==> src/rtl/ewf_pkg.sv <==
package ewf_pkg;
   typedef enum logic [1:0] {
      OP_READ  = 2'b00,
      OP_PROG  = 2'b01,
      OP_ERASE = 2'b10,
      OP_NONE  = 2'b11
   } ewf_op_e;

   localparam int unsigned DEFAULT_LIMIT = 3;

   function automatic int unsigned eff_limit(input int unsigned lim);
      return (lim == 0) ? DEFAULT_LIMIT : lim;
   endfunction
endpackage

==> src/rtl/endur_table.sv <==
module endur_table #(
   parameter int N     = 2,
   parameter int KEY_W = 8,
   parameter int LIM_W = 4,
   parameter logic [N-1:0][KEY_W-1:0] KEYS = '0,
   parameter logic [N-1:0][LIM_W-1:0] LIMS = '0,
   parameter logic [N-1:0]            EN   = '0
) (
   input  logic             clk,
   input  logic             rst_n,
   input  logic             probe,
   input  logic [KEY_W-1:0] key,
   output logic             deny
);
   logic [N-1:0] hit;
   logic [N-1:0] spent;

   if (LIM_W < 2) begin : g_bad_lim_w
      $error("endur_table: LIM_W must hold the default limit");
   end

   for (genvar i = 0; i < N; i++) begin : g_ent
      localparam int unsigned LIM_EFF = ewf_pkg::eff_limit(int'(LIMS[i]));
      logic [LIM_W-1:0] done_q;

      assign hit[i]   = EN[i] && (key == KEYS[i]);
      assign spent[i] = (done_q >= LIM_W'(LIM_EFF));

      always_ff @(posedge clk) begin
         if (!rst_n)
            done_q <= '0;
         else if (probe && hit[i] && !spent[i])
            done_q <= done_q + 1'b1;
      end
   end

   assign deny = |(hit & spent);
endmodule

==> src/rtl/wear_tracker.sv <==
module wear_tracker #(
   parameter int BLK_W    = 6,
   parameter int CNT_W    = 8,
   parameter int TOT_W    = 16,
   parameter int INTERVAL = 5
) (
   input  logic             clk,
   input  logic             rst_n,
   input  logic             erase_evt,
   input  logic [BLK_W-1:0] blk,
   output logic [CNT_W-1:0] cnt_next,
   output logic             rpt_hit,
   output logic [TOT_W-1:0] total
);
   localparam int NUM_BLK = 1 << BLK_W;

   logic [CNT_W-1:0] wear_q [NUM_BLK];
   logic [TOT_W-1:0] total_q;

   assign cnt_next = (&wear_q[blk]) ? wear_q[blk] : wear_q[blk] + 1'b1;
   assign total    = total_q;

   always_ff @(posedge clk) begin
      if (!rst_n) begin
         for (int b = 0; b < NUM_BLK; b++) wear_q[b] <= '0;
         total_q <= '0;
      end else if (erase_evt) begin
         wear_q[blk] <= cnt_next;
         total_q     <= total_q + 1'b1;
      end
   end

   if (INTERVAL == 0) begin : g_no_rpt
      assign rpt_hit = 1'b0;
   end else begin : g_rpt
      localparam int IV_W = $clog2(INTERVAL + 1);
      logic [IV_W-1:0] iv_q;

      assign rpt_hit = erase_evt && (iv_q == IV_W'(INTERVAL - 1));

      always_ff @(posedge clk) begin
         if (!rst_n)
            iv_q <= '0;
         else if (rpt_hit)
            iv_q <= '0;
         else if (erase_evt)
            iv_q <= iv_q + 1'b1;
      end
   end
endmodule

==> src/rtl/wear_fault_injector.sv <==
module wear_fault_injector #(
   parameter int ADDR_W   = 8,
   parameter int PG_SHIFT = 2,
   parameter int LIM_W    = 4,
   parameter int CNT_W    = 8,
   parameter int TOT_W    = 16,
   parameter int WEAR_INTERVAL = 5,
   parameter int NUM_BAD = 2,
   parameter logic [NUM_BAD-1:0][ADDR_W-PG_SHIFT-1:0] BAD_BLK = {6'd9, 6'd3},
   parameter int NUM_WB = 2,
   parameter logic [NUM_WB-1:0][ADDR_W-PG_SHIFT-1:0] WB_BLK = {6'd12, 6'd5},
   parameter logic [NUM_WB-1:0][LIM_W-1:0] WB_LIM = {4'd1, 4'd0},
   parameter logic [NUM_WB-1:0]            WB_EN  = 2'b11,
   parameter int NUM_WP = 2,
   parameter logic [NUM_WP-1:0][ADDR_W-1:0] WP_PAGE = {8'd40, 8'd20},
   parameter logic [NUM_WP-1:0][LIM_W-1:0]  WP_LIM  = {4'd2, 4'd0},
   parameter logic [NUM_WP-1:0]             WP_EN   = 2'b11,
   parameter int NUM_GP = 3,
   parameter logic [NUM_GP-1:0][ADDR_W-1:0] GP_PAGE = {8'd60, 8'd50, 8'd30},
   parameter logic [NUM_GP-1:0][LIM_W-1:0]  GP_LIM  = {4'd1, 4'd0, 4'd1},
   parameter logic [NUM_GP-1:0]             GP_EN   = 3'b011
) (
   input  logic              clk,
   input  logic              rst_n,
   input  logic              ev_valid,
   input  logic [1:0]        ev_op,
   input  logic [ADDR_W-1:0] ev_addr,
   output logic              fail_vld,
   output logic              fail,
   output logic              wear_rpt,
   output logic [CNT_W-1:0]  blk_wear,
   output logic [TOT_W-1:0]  total_erases
);
   import ewf_pkg::*;

   localparam int BLK_W = ADDR_W - PG_SHIFT;

   if (PG_SHIFT < 0 || PG_SHIFT >= ADDR_W) begin : g_bad_shift
      $error("wear_fault_injector: PG_SHIFT out of range");
   end
   if (WEAR_INTERVAL < 0) begin : g_bad_iv
      $error("wear_fault_injector: WEAR_INTERVAL negative");
   end

   ewf_op_e          op;
   logic             is_rd, is_pg, is_er;
   logic [BLK_W-1:0] blk;
   logic [NUM_BAD-1:0] bad_hit;
   logic             bad_any, wb_deny, wp_deny, gp_deny;
   logic [CNT_W-1:0] cnt_next;
   logic             rpt_hit;

   assign op    = ewf_op_e'(ev_op);
   assign is_rd = ev_valid && (op == OP_READ);
   assign is_pg = ev_valid && (op == OP_PROG);
   assign is_er = ev_valid && (op == OP_ERASE);
   assign blk   = (op == OP_ERASE) ? ev_addr[BLK_W-1:0] : ev_addr[ADDR_W-1:PG_SHIFT];

   for (genvar i = 0; i < NUM_BAD; i++) begin : g_bad
      assign bad_hit[i] = (blk == BAD_BLK[i]);
   end
   assign bad_any = (|bad_hit) && (op != OP_NONE);

   endur_table #(.N(NUM_WB), .KEY_W(BLK_W), .LIM_W(LIM_W),
                 .KEYS(WB_BLK), .LIMS(WB_LIM), .EN(WB_EN)) wb_tab_i (
      .clk(clk), .rst_n(rst_n), .probe(is_er), .key(blk), .deny(wb_deny));

   endur_table #(.N(NUM_WP), .KEY_W(ADDR_W), .LIM_W(LIM_W),
                 .KEYS(WP_PAGE), .LIMS(WP_LIM), .EN(WP_EN)) wp_tab_i (
      .clk(clk), .rst_n(rst_n), .probe(is_pg), .key(ev_addr), .deny(wp_deny));

   endur_table #(.N(NUM_GP), .KEY_W(ADDR_W), .LIM_W(LIM_W),
                 .KEYS(GP_PAGE), .LIMS(GP_LIM), .EN(GP_EN)) gp_tab_i (
      .clk(clk), .rst_n(rst_n), .probe(is_rd), .key(ev_addr), .deny(gp_deny));

   wear_tracker #(.BLK_W(BLK_W), .CNT_W(CNT_W), .TOT_W(TOT_W),
                  .INTERVAL(WEAR_INTERVAL)) wear_i (
      .clk(clk), .rst_n(rst_n), .erase_evt(is_er), .blk(blk),
      .cnt_next(cnt_next), .rpt_hit(rpt_hit), .total(total_erases));

   always_ff @(posedge clk) begin
      if (!rst_n) begin
         fail_vld <= 1'b0;
         fail     <= 1'b0;
         wear_rpt <= 1'b0;
         blk_wear <= '0;
      end else begin
         fail_vld <= ev_valid;
         fail     <= ev_valid && (bad_any || (is_er && wb_deny) ||
                                  (is_pg && wp_deny) || (is_rd && gp_deny));
         wear_rpt <= rpt_hit;
         if (is_er) blk_wear <= cnt_next;
      end
   end
endmodule

==> config.mk <==
export PLATFORM = sky130hd
export DESIGN_NAME = wear_fault_injector
export DESIGN_NICKNAME = d
export VERILOG_FILES = /design/src/rtl/ewf_pkg.sv /design/src/rtl/endur_table.sv /design/src/rtl/wear_tracker.sv /design/src/rtl/wear_fault_injector.sv
export SDC_FILE = /design/constraint.sdc
export NUM_CORES = 1
export LEC_CHECK = 0
export BUFFER_PORTS_ARGS = -buffer_cell sky130_fd_sc_hd__buf_2
export CORE_MARGIN = 3
export CORE_UTILIZATION = 50
export CTS_BUF_LIST = sky130_fd_sc_hd__clkbuf_4
export CTS_CLUSTER_DIAMETER = 60
export CTS_CLUSTER_SIZE = 16
export DETAILED_ROUTE_END_ITERATION = 8
export HOLD_SLACK_MARGIN = 0.03
export PLACE_DENSITY = 0.69
export SYNTH_ARGS = -nofsm -noshare
export SYNTH_HDL_FRONTEND = slang
export SYNTH_HIERARCHICAL = 1
export SYNTH_SLANG_ARGS = --single-unit
==> constraint.sdc <==
create_clock -name clk -period 6 [get_ports clk]
set_clock_uncertainty 0.1 [all_clocks]
set_input_delay 1.5 -clock clk [delete_from_list [all_inputs] [get_ports clk]]
set_output_delay 1.5 -clock clk [all_outputs]
set_load 0.1 [all_outputs]
==> qor.yml <==
run_status:
  run_status: "finished, final reports clean"
place:
  hpwl_um: 59500
  dp.cells: 2919
  place_congestion: 0.9743
  io_buffers: 39
  place_ws_ns: -0.07317
timing:
  rsz0062_at_grt: "no"
  fmax_mhz: 185.3
  timing.final.crit_share_pct: 89.97
  setup_ws_ns: 0.6021
  tns_ns: 0
  hold_violations: 0
  report.final.slew_viol_count: 0
  layout_min_cycle_time_ns: 5.398
  setup_viol: 0
  slew_headroom_pct: 15.76
  worst_slew_pin_slew_ns: 1.262
pwr:
  combPwrFrac_pct: 20.2
  p_leak_nw: 10.97
  total_power_mw: 7.932
  swShare_pct: 30.90
  pwr_density_cell_nw_per_um2: 263.2
  vdd_drop_max_mv: 0.1490
  power_frac_clock_pct: 23.8
  p_int_mw: 5.481
  p_seq_share_pct: 56.0
  switching_power_mw: 2.451
synthesis:
  synth_common_cells: "512 x edfxtp_1, 298 x nor3_1, 214 x nand2_1"
  ys_seq_area_share_pct: 60.09
  syn_area_um2: 27380
  syn-num-nets: 2196
  synth_top_area_share_pct: 56.15
  yosysMostFrequentCell: "edfxtp_1"
  synth-edff-count: 512
  synth.distinct_cells: 94
  synth_top_flop_cell: "edfxtp_1"
  yosys-top-cells-area: "edfxtp_1 56%, nor3_1 5.4%, dfxtp_1 3.9%"
  syn_area_per_cell_um2: 12.63
  ys_seq_elements: 566
  postSynth.asyncResetShare_pct: 0
  ys_warn_count: 6
  synth_top_area_cell: "edfxtp_1"
  postSynthCellCount: 2168
setup_path:
  slowest_stage: "nor2b_1"
  critical_path_buf_inv_count: 7
  path_class: "input pin to flop"
  crit_family: "buffers and inverters"
  path_cells: "buf_2 > nor2b_4 > buf_4 > mux2_4 > buf_4 > nor2b_1 > buf_4 > a22oi_1 > o22ai_1 > a22oi_1 > and3_1 > inv_1 > ha_1 > o41a_1 > buf_4 > o211ai_2 > o211a_4 > buf_12 > nor3_1"
  endpoint_kind: "flop"
  crit_arrival_ns: 5.98
  path_max_fanout: 24
  cp_common_cell: "buf_4"
  slowest_delay_ns: 0.45
  worstPathRequired_ns: 6.58
  startpoint_type: "input pin"
flow_run:
  max_cap_viol_count: 0
routing:
  dr.pass1.iters: 6
  drt_first_iter_violations: 3028
  via_per_inst: 6.779
  wl_per_cell_um: 29.86
  postRouteAntennaNets: 0
  vias: 20320
  remaining_drc_errors: 0
  routed_wl_um: 89530
cts:
  cts_setup_buffers: 0
  cts_buffers: 47
  cts_root_buf: "clkbuf_4"
  cts_tree: "done"
  cts_resized: 0
  cts.sinks: 566
  h-tree-depth: 2
  clk_pin_slew_worst_paths_ns: 0.15
  cts_max_path_buffers: 3
  clk_latency_ns: 0.87
  hold_buffers: 0
global_route:
  grt.total_usage_pct: 30.99
  grt_pass1_vias: 19700
  grt_overflow: 0
  grt_max_degree: 71
  antenna_found_initial: 3
  grt_pass1_wl_um: 131500
floorplan:
  fp.dieH_um: 240.0
  num_io_pins: 40
  rows: 85
  die_x_um: 240.0
  initial_utilization_pct: 50.69
  dieArea_um2: 57610
  core_area_um2: 54030
cells_and_area:
  instances_no_fill: 2998
  fill_cells: 4489
  drive_above_1_share_pct: 24.38
  final_net_count: 2300
  area_growth_pct: 10.03
worst_hold_path:
  min_path_type: "flop to flop"
-- layout by cell type (no fill, tap or decap), drive strengths merged, types with 15 or more instances in the layout --
| master | n |
|---|---|
| and2 | 32 |
| clkbuf | 60 |
| a22o | 17 |
| mux2 | 36 |
| nand2b | 21 |
| o21ai | 22 |
| a21oi | 95 |
| xnor2 | 15 |
| nor3 | 404 |
| nand2 | 215 |
| edfxtp | 512 |
| buf | 261 |
| dfxtp | 54 |
| mux4 | 38 |
| mux2i | 78 |
| a22oi | 37 |
| o22ai | 23 |
| inv | 23 |
| nor2 | 95 |
| ha | 15 |
| a221oi | 40 |
-- cell families after synthesis --
logic type | after synthesis | synth area share [%]
buf+inv | 224 | 5.040
fa+ha+maj | 15 | 0.6854
simple gates | 876 | 18.06
mux | 152 | 7.457
xor+xnor | 17 | 0.5438
compound gates | 318 | 8.119
flops | 566 | 60.09
-- through the flow --
stage | hold WS, ns | utilization (%) | area, um2
after floorplan | 0.3213 | - | 27380
after global placement | 0.3337 | 54.59 | 29490
after detailed placement | 0.3407 | 54.59 | 29490
after CTS | 0.3733 | 55.77 | 30130
after global routing | 0.3958 | 55.77 | 30130
final | 0.3694 | 55.77 | 30130
-- registers in the layout, indices dropped and copies added (netlist names) --
signal                 flops
wear_i/wear_q            512
wear_i/total              16
blk_wear                   8
gp_tab_i/g_ent.done_q      8
wb_tab_i/g_ent.done_q      8
wp_tab_i/g_ent.done_q      8
wear_i/g_rpt.iv_q          3
fail                       1
fail_vld                   1
wear_rpt                   1
-- power groups by stage --
stage,Clock [mW],Sequential (mW),Combinational (mW)
floorplan,0,4.54,0.890
global placement,0,4.53,1.55
detailed placement,0,4.53,1.56
CTS,1.91,4.44,1.56
global route,2.05,4.45,1.64
finish,1.89,4.44,1.60
-- layout make-up --
type	count	area (um2)	area share (%)
sequential	566	16460	54.61
multi-input combinational	1378	9696	32.18
timing repair buffer	261	2402	7.973
tap	696	870.8	2.890
clock buffer	60	450.4	1.495
clock inverter	18	186.4	0.6187
inverter	18	67.56	0.2242
antenna	1	2.502	0.008305
-- metal layers --
layer | vias to the layer above | share of wire (%) | GRT usage [%]
met2 | 1447 | 45 | 47.81
met1 | 10110 | 38 | 42.21
met3 | 288 | 12 | 7.295
met5 | - | 0.016 | 0
met4 | 2 | 4.8 | 13.57
li1 | 8475 | - | -
-- worst paths after layout --
path                                from                          end  slack (ns)  depth (start not counted)
min          gp_tab_i/g_ent[1].done_q[3]  gp_tab_i/g_ent[1].done_q[3]        0.37                          1
max                             ev_op[1]         wear_i/wear_q[39][3]        0.60                         19
min reg2reg  gp_tab_i/g_ent[1].done_q[3]  gp_tab_i/g_ent[1].done_q[3]        0.37                          1
max reg2reg         wear_i/wear_q[55][7]         wear_i/wear_q[10][5]        2.24                          9
Note: power is estimated with default switching activity, not from simulation.
